File: config.mk
export PLATFORM = sky130hd
export DESIGN_NAME = uart_frame_tx
export DESIGN_NICKNAME = d
export VERILOG_FILES = /design/src/rtl/uatx_pkg.sv /design/src/rtl/uatx_holdreg.sv /design/src/rtl/uatx_serializer.sv /design/src/rtl/uatx_router.sv /design/src/rtl/uart_frame_tx.sv
export SDC_FILE = /design/constraint.sdc
export NUM_CORES = 1
export LEC_CHECK = 0
export ABC_CLOCK_PERIOD_IN_PS = 4900
export BUFFER_PORTS_ARGS = -buffer_cell sky130_fd_sc_hd__buf_2
export CAP_MARGIN = 20
export CORE_MARGIN = 2
export CORE_UTILIZATION = 60
export CTS_BUF_LIST = sky130_fd_sc_hd__clkbuf_16
export DETAILED_ROUTE_END_ITERATION = 8
export PLACE_DENSITY = 0.84
export SYNTH_ARGS = -nofsm -noshare
export SYNTH_HDL_FRONTEND = slang
export SYNTH_HIERARCHICAL = 1
export SYNTH_SLANG_ARGS = --single-unit
File: constraint.sdc
create_clock -name clk -period 4.9 [get_ports clk]
set_input_delay 0.245 -clock clk [delete_from_list [all_inputs] [get_ports clk]]
set_output_delay 0.245 -clock clk [all_outputs]
set_load 0.02 [all_outputs]
File: src/rtl/uatx_pkg.sv
// Package: shared types and helper functions for the UART frame transmitter.
// Assumes the character field is at most 8 bits wide (5..8 data bits).
package uatx_pkg;

    localparam int CHAR_W_MAX = 8;

    typedef enum logic [2:0] {
        ST_IDLE,
        ST_START,
        ST_DATA,
        ST_PAR,
        ST_STOP,
        ST_BREAK,
        ST_GUARD
    } txst_e;

    typedef enum logic [1:0] {
        RT_NORMAL = 2'd0,
        RT_ECHO   = 2'd1,
        RT_LOCAL  = 2'd2,
        RT_REMOTE = 2'd3
    } route_e;

    // Stop time in enable pulses for a stop-length code.
    function automatic int unsigned stop_ticks(input logic [3:0] code, input int unsigned tpb);
        case (code)
            4'h8:    return tpb + tpb / 2;
            4'hF:    return 2 * tpb;
            default: return tpb;
        endcase
    endfunction

    // Parity bit for the bits that are actually sent.
    function automatic logic char_parity(input logic [CHAR_W_MAX-1:0] d,
                                         input logic [1:0] len,
                                         input logic [2:0] code);
        logic x;
        x = 1'b0;
        for (int i = 0; i < CHAR_W_MAX; i++) begin
            if (i < 5 + int'(len)) x = x ^ d[i];
        end
        case (code[1:0])
            2'd0:    return x;
            2'd1:    return ~x;
            2'd2:    return 1'b0;
            default: return 1'b1;
        endcase
    endfunction

endpackage

File: src/rtl/uatx_holdreg.sv
// Module: single-entry holding slot in front of the shifter.
// Accepts on valid&&ready; is emptied by the shifter's take pulse.
// Assumes take is only raised while the slot is full.
module uatx_holdreg #(
    parameter int DATA_W = 8
) (
    input  logic              clk,
    input  logic              rst_n,
    input  logic              in_valid,
    input  logic [DATA_W-1:0] in_data,
    output logic              in_ready,
    input  logic              take,
    output logic              full,
    output logic [DATA_W-1:0] data
);

    logic accept;

    assign in_ready = ~full;
    assign accept   = in_valid & ~full;

    // Slot occupancy and captured character.
    always_ff @(posedge clk) begin
        if (!rst_n) begin
            full <= 1'b0;
            data <= '0;
        end else if (accept) begin
            full <= 1'b1;
            data <= in_data;
        end else if (take) begin
            full <= 1'b0;
        end
    end

    // A held character stays put until the shifter takes it.
    p_keep_r5: assert property (@(posedge clk) disable iff (!rst_n)
        (full && !take) |=> (full && $stable(data)));

    // Acceptance fills the slot so no second character can overwrite it.
    p_accept_fills_r5: assert property (@(posedge clk) disable iff (!rst_n)
        (in_valid && in_ready) |=> !in_ready);

endmodule

File: src/rtl/uatx_serializer.sv
// Module: frame sequencer and shift stage.
// Sends start, 5..8 data bits LSB first, optional parity and the stop time,
// and handles break and the post-break guard time.
// Assumes tick is a one-clock enable pulse; the format is latched at launch.
module uatx_serializer
    import uatx_pkg::*;
#(
    parameter int TICKS_PER_BIT = 16
) (
    input  logic                  clk,
    input  logic                  rst_n,
    input  logic                  tick,
    input  logic                  hold_full,
    input  logic [CHAR_W_MAX-1:0] hold_data,
    input  logic [1:0]            len_code,
    input  logic [2:0]            par_code,
    input  logic [3:0]            stop_code,
    input  logic                  cts_auto,
    input  logic                  cts_ok,
    input  logic                  brk_on,
    input  logic                  brk_off,
    output logic                  take,
    output logic                  line,
    output logic                  shifting
);

    localparam int CNT_W = $clog2(2 * TICKS_PER_BIT + 1);
    localparam int IDX_W = $clog2(CHAR_W_MAX);
    localparam logic [CNT_W-1:0] BIT_LAST = CNT_W'(TICKS_PER_BIT - 1);

    txst_e                  state;
    logic [CNT_W-1:0]       cnt;
    logic [IDX_W-1:0]       bit_idx;
    logic [IDX_W-1:0]       last_idx;
    logic [CHAR_W_MAX-1:0]  shreg;
    logic                   par_on;
    logic                   par_bit;
    logic [CNT_W-1:0]       stop_len;
    logic                   brk_req;
    logic                   bit_end;
    logic                   gate_ok;

    assign gate_ok  = ~cts_auto | cts_ok;
    assign take     = (state == ST_IDLE) & ~brk_req & hold_full & gate_ok;
    assign bit_end  = tick & (cnt == BIT_LAST);
    assign shifting = (state == ST_START) | (state == ST_DATA) |
                      (state == ST_PAR)   | (state == ST_STOP);

    // Break request flag: the off command takes priority over the on command.
    always_ff @(posedge clk) begin
        if (!rst_n)       brk_req <= 1'b0;
        else if (brk_off) brk_req <= 1'b0;
        else if (brk_on)  brk_req <= 1'b1;
    end

    // Frame sequencer: advances one bit cell per TICKS_PER_BIT enable pulses.
    always_ff @(posedge clk) begin
        if (!rst_n) begin
            state    <= ST_IDLE;
            cnt      <= '0;
            bit_idx  <= '0;
            last_idx <= '0;
            shreg    <= '0;
            par_on   <= 1'b0;
            par_bit  <= 1'b0;
            stop_len <= CNT_W'(TICKS_PER_BIT);
        end else begin
            case (state)
                ST_IDLE: begin
                    if (brk_req) begin
                        state <= ST_BREAK;
                        cnt   <= '0;
                    end else if (take) begin
                        state    <= ST_START;
                        cnt      <= '0;
                        bit_idx  <= '0;
                        shreg    <= hold_data;
                        last_idx <= IDX_W'(32'd4 + 32'(len_code));
                        par_on   <= ~par_code[2];
                        par_bit  <= char_parity(hold_data, len_code, par_code);
                        stop_len <= CNT_W'(stop_ticks(stop_code, TICKS_PER_BIT));
                    end
                end
                ST_START: begin
                    if (bit_end) begin
                        state <= ST_DATA;
                        cnt   <= '0;
                    end else if (tick) begin
                        cnt <= cnt + 1'b1;
                    end
                end
                ST_DATA: begin
                    if (bit_end) begin
                        cnt   <= '0;
                        shreg <= shreg >> 1;
                        if (bit_idx == last_idx) begin
                            state <= par_on ? ST_PAR : ST_STOP;
                        end else begin
                            bit_idx <= bit_idx + 1'b1;
                        end
                    end else if (tick) begin
                        cnt <= cnt + 1'b1;
                    end
                end
                ST_PAR: begin
                    if (bit_end) begin
                        state <= ST_STOP;
                        cnt   <= '0;
                    end else if (tick) begin
                        cnt <= cnt + 1'b1;
                    end
                end
                ST_STOP: begin
                    if (tick) begin
                        if (cnt == stop_len - CNT_W'(1)) begin
                            state <= ST_IDLE;
                            cnt   <= '0;
                        end else begin
                            cnt <= cnt + 1'b1;
                        end
                    end
                end
                ST_BREAK: begin
                    if (!brk_req) begin
                        state <= ST_GUARD;
                        cnt   <= '0;
                    end
                end
                ST_GUARD: begin
                    if (brk_req) begin
                        state <= ST_BREAK;
                        cnt   <= '0;
                    end else if (bit_end) begin
                        state <= ST_IDLE;
                        cnt   <= '0;
                    end else if (tick) begin
                        cnt <= cnt + 1'b1;
                    end
                end
                default: state <= ST_IDLE;
            endcase
        end
    end

    // Line level for each phase of the frame.
    always_comb begin
        case (state)
            ST_START: line = 1'b0;
            ST_DATA:  line = shreg[0];
            ST_PAR:   line = par_bit;
            ST_BREAK: line = 1'b0;
            default:  line = 1'b1;
        endcase
    end

    // A frame can only begin from the idle state.
    p_start_from_idle_r4: assert property (@(posedge clk) disable iff (!rst_n)
        (state == ST_START && $past(state) != ST_START) |-> $past(state) == ST_IDLE);

    // The data bit index never passes the configured last bit.
    p_idx_bound_r1: assert property (@(posedge clk) disable iff (!rst_n)
        (state == ST_DATA) |-> bit_idx <= last_idx);

    // The stop counter stays inside the latched stop time.
    p_stop_len_r3: assert property (@(posedge clk) disable iff (!rst_n)
        (state == ST_STOP) |-> cnt < stop_len);

    // A pending break keeps characters from starting.
    p_break_no_start_r7: assert property (@(posedge clk) disable iff (!rst_n)
        (state == ST_IDLE && brk_req) |=> state != ST_START);

    // With flow control on and CTS low, no frame starts.
    p_cts_hold_r8: assert property (@(posedge clk) disable iff (!rst_n)
        (state == ST_IDLE && cts_auto && !cts_ok) |=> state != ST_START);

endmodule

File: src/rtl/uatx_router.sv
// Module: channel routing between the transmitter, the pins and the receiver side.
// Purely combinational; assumes the selector is static while traffic runs.
module uatx_router
    import uatx_pkg::*;
(
    input  logic [1:0] route,
    input  logic       tx_line,
    input  logic       pin_rxd,
    output logic       pin_txd,
    output logic       rx_line
);

    // Select both line paths from the routing code.
    always_comb begin
        case (route_e'(route))
            RT_ECHO: begin
                pin_txd = pin_rxd;
                rx_line = pin_rxd;
            end
            RT_LOCAL: begin
                pin_txd = 1'b1;
                rx_line = tx_line;
            end
            RT_REMOTE: begin
                pin_txd = pin_rxd;
                rx_line = 1'b1;
            end
            default: begin
                pin_txd = tx_line;
                rx_line = pin_rxd;
            end
        endcase
    end

endmodule

File: src/rtl/uart_frame_tx.sv
// Module: top level of the configurable UART frame transmitter.
// Joins the holding slot, the frame serializer and the line router, and
// derives the ready, empty and RTS outputs.
// Assumes the configuration inputs change only while tx_empty is high.
module uart_frame_tx
    import uatx_pkg::*;
#(
    parameter int TICKS_PER_BIT = 16
) (
    input  logic                  clk,
    input  logic                  rst_n,
    input  logic                  tick16,
    input  logic [1:0]            cfg_len,
    input  logic [2:0]            cfg_par,
    input  logic [3:0]            cfg_stop,
    input  logic                  cfg_cts_auto,
    input  logic                  cfg_rts_tx,
    input  logic [1:0]            cfg_route,
    input  logic                  cmd_brk_on,
    input  logic                  cmd_brk_off,
    input  logic [CHAR_W_MAX-1:0] tx_data,
    input  logic                  tx_valid,
    output logic                  tx_ready,
    input  logic                  cts_ok,
    output logic                  rts_out,
    output logic                  tx_empty,
    output logic                  pin_txd,
    input  logic                  pin_rxd,
    output logic                  rx_line
);

    logic                  hold_full;
    logic [CHAR_W_MAX-1:0] hold_data;
    logic                  take;
    logic                  tx_line;
    logic                  shifting;

    uatx_holdreg #(.DATA_W(CHAR_W_MAX)) u_hold (
        .clk      (clk),
        .rst_n    (rst_n),
        .in_valid (tx_valid),
        .in_data  (tx_data),
        .in_ready (tx_ready),
        .take     (take),
        .full     (hold_full),
        .data     (hold_data)
    );

    uatx_serializer #(.TICKS_PER_BIT(TICKS_PER_BIT)) u_ser (
        .clk       (clk),
        .rst_n     (rst_n),
        .tick      (tick16),
        .hold_full (hold_full),
        .hold_data (hold_data),
        .len_code  (cfg_len),
        .par_code  (cfg_par),
        .stop_code (cfg_stop),
        .cts_auto  (cfg_cts_auto),
        .cts_ok    (cts_ok),
        .brk_on    (cmd_brk_on),
        .brk_off   (cmd_brk_off),
        .take      (take),
        .line      (tx_line),
        .shifting  (shifting)
    );

    uatx_router u_route (
        .route   (cfg_route),
        .tx_line (tx_line),
        .pin_rxd (pin_rxd),
        .pin_txd (pin_txd),
        .rx_line (rx_line)
    );

    // Status and RTS from slot occupancy and shifter activity.
    assign tx_empty = ~hold_full & ~shifting;
    assign rts_out  = cfg_rts_tx & (hold_full | shifting);

    // Any pending work raises RTS when the option is on.
    p_rts_pending_r9: assert property (@(posedge clk) disable iff (!rst_n)
        (cfg_rts_tx && !tx_empty) |-> rts_out);

    // An empty transmitter can always accept a character.
    p_empty_ready_r6: assert property (@(posedge clk) disable iff (!rst_n)
        tx_empty |-> tx_ready);

endmodule

==> results by group <==
Clocking
  • Clock Pin Slew Worst Setup and Hold Paths: 0.06 ns
  • # Post-CTS Setup Buffers: 0
  • Skew-Pair Late Insertion Delay: around 0.28 ns
  • H-tree level count: 2
  • Cts repair resizes: 0
  • CTS sink count: 38
  • Post-CTS Hold Buffers: 0
  • CTS Buffer Depth: 2
  • Num CTS Buffers: 5
  • CTS tree: done
  • Root Buffer: clkbuf_16

Timing
  • RSZ-0062 raised after global routing: false
  • Fin. max-slew vios: 0
  • Peak Freq: 0.411 GHz
  • Final Cycle Share: 0.497
  • Setup ws final: 2.47 ns
  • Worst-Margin Slew: 0.720 ns
  • # setup viols final: 0
  • Max_slew headroom: 0.520
  • Final hold vios: 0
  • Period minus WS final: 2.43 ns
  • Worst Hold Margin: 0.125 ns
  • Skew final: 0.00850 ns
  • Setup tns final: 0 ns

Setup path
  • Crit path launch type: register
  • Critical path launch point: u_ser/state[1]
  • Critical Path End Type: register
  • Worst reg2reg setup slack: 2.47 ns
  • Worst Path Max Fanout: 18
  • Worst r2r path cells: 6
  • Reg-to-Reg Start: u_ser/state[1]
  • Capturing point of the worst reg2reg path: u_ser/bit_idx[2]
  • Crit path capture: u_ser/bit_idx[2]
  • Arr. time, crit path: between 2 and 3 ns
  • CP Class: register to register
  • Worst EP required: 5.06 ns

Pwr
  • Power Density: approximately 430 nW/um^2
  • Sw frac: 0.357
  • Clock Power Share: 0.286
  • LEAKAGE: 0.000938 uW
  • Maximum VDD drop: 0.287 mV
  • Combinational share of power: 0.331
  • NetSw: around 370 uW
  • Final Power: between 1000 and 1500 uW
  • Seq pwr share: 0.383
  • P_int: about 670 uW

Global route
  • Gr usage total: 0.273
  • First-pass GRT wire length: 8.80 mm
  • Antenna violations before repair: 0
  • Largest net degree at the start of global routing: 29
  • Vias in the first global route: between 1.5k and 2k
  • Gr ovfl total: 0

Layout
  • Most frequent cells in the layout: 47 x nand2_1, 38 x dfxtp_1, 33 x buf_2
  • Most common cell after layout, fill and taps aside: nand2_1
  • Layout cells sized above 1: 0.170
  • Layout Nets: 325
  • P&R area growth vs syn: 13.2%
  • Fillers: 271
  • # diodes: 0

Detailed routing
  • Final ANT Viol Nets: 0
  • Router iterations before antenna repair: 4
  • Via count: between 2k and 2.5k
  • Drt wl/cell: 14.8 microns
  • Vias per cell: 5.94
  • Final wirelength: a little over 5 mm
  • Drc violations: 0
  • DR iter-0 viols: about 190

Synth
  • EDFF count, synth: 0
  • Post-Synth Adder-Cell Area: 0.0175
  • Warning count from the yosys run: 6
  • Cells after Synth: between 200 and 300
  • Synthesized Nets: just under 300
  • Leading area contributor after synthesis: dfxtp_1
  • Async set-reset flop share out of synthesis: 0
  • Post-synth top flop: dfxtp_1
  • Synth top area share: 0.354
  • Synth Register Bits: 38
  • Compound-gate portion of the synthesized area: 0.208
  • Post-synth cell types: 59
  • Largest family of logic cells by synthesized area: simple AND/OR/NAND/NOR gates
  • Synth top area cells: dfxtp_1 35%, nand2_1 8.2%, xnor2_1 5.7%, nor2_1 5.1%, mux2i_1 4.7%
  • Synth Cell Area: 2150 sq um
  • Synth Area in XOR/XNOR: 0.0762
  • Post-Synth Simple-Gate Area: 0.245
  • Syn Area/Cell: 8.09 sq um
  • Mux cell area share after synthesis: 0.0465
  • Register area share after synthesis: 0.354

Floorplan
  • # IOs: 34
  • Die H: 63.9 microns
  • Die area: between 4000 and 5000 sq um
  • Core Footprint: about 3400 sq um
  • Number of cell rows: 21
  • Die W: between 60 and 70 microns
  • Initial core utilization: 0.635

Worst hold path
  • Class of the worst hold path: primary input to register
  • HP Start: cmd_brk_off

Run
  • Max-Cap Viols: 0

Place
  • RePlAce Congestion: 0.899
  • Port Buffers: 33
  • Worst slack, placed: 2.63 ns
  • Dpl hpwl: 3.39 mm

Status
  • Status: completed
## cells by family after synthesis
kind of cell,count (synthesis)
muxes,10
xor gates and xnor gates,17
DFF,38
adders and majority gates,3
and+or+nand+nor,112
buffers and inverters,23
AOI/OAI and AO/OA,63
## power groups by stage
stage                     sequential [uW]  clock [uW]  combinational [uW]
after detailed placement              404           0                 333
after global placement                402           0                 327
after CTS                             398         304                 341
after global routing                  407         320                 383
final                                 400         299                 345
after floorplan                       375           0                 291
## worst min-delay path by stage
stage,end,slack (ns),depth (start not counted)
floorplan,u_ser/brk_req,0.32,1
global placement,u_ser/brk_req,0.41,2
detailed placement,u_ser/brk_req,0.41,2
CTS,u_ser/brk_req,0.12,2
global route,u_ser/brk_req,0.14,2
finish,u_ser/brk_req,0.12,2
## cell type report
cell class              count  area, sq um  area share
inverters                  10         37.5      0.0154
clock inverters             3         12.5     0.00514
multi-input cells         205         1280       0.524
well taps                  46         57.6      0.0236
clock buffers               5          125      0.0514
repair buffers             33          165      0.0678
flip-flops and latches     38          761       0.312
## registers in the layout, summed over array words and instances, names as in the netlist
register        cells
u_ser/state         3
u_ser/cnt           6
u_ser/brk_req       1
u_ser/stop_len      3
u_ser/shreg         8
u_ser/par_bit       1
u_hold/full         1
u_ser/last_idx      3
u_hold/data         8
u_ser/par_on        1
u_ser/bit_idx       3
## synth_stat cells (3+ instances only)
cell      number
clkbuf_1       6
inv_1          9
nor3b_1        3
nor4_1         3
dfxtp_1       38
a31oi_1        4
nor2_1        29
a211oi_1       3
mux2i_1       10
or2_2          3
ha_1           3
a311oi_1       6
o21ai_0        8
nand2_1       47
or3_1          4
buf_4          3
nand3_1        5
a21oi_1       18
xnor2_1       14
nor3_1         3
## routing by layer
metal / GRT usage / routed length (microns) / vias to the layer above
met5: 0 / 0 / -
met4: 0.0870 / 52 / 0
met3: 0.0563 / 358 / 8
met2: 0.426 / 2280 / 91
met1: 0.378 / 2340 / 925
li1: - / - / 996
## through the flow
step / cell area, sq um / instances / utilization
3_5_place_dp: 2300 / 332 / 0.678
3_3_place_gp: 2300 / 332 / 0.678
6_report: 2430 / 340 / 0.718
2_1_floorplan: 2150 / 266 / -
4_1_cts: 2430 / 340 / 0.718
5_1_grt: 2430 / 340 / 0.718
## critical path, cell delays in order (launching register included)
cell	delay, ns
dfxtp_1	0.47
nor4_1	0.40
nand3_1	0.44
inv_2	0.33
a2bb2oi_2	0.32
a21oi_1	0.13
a31o_2	0.22
(Power assumes the default switching activity.)
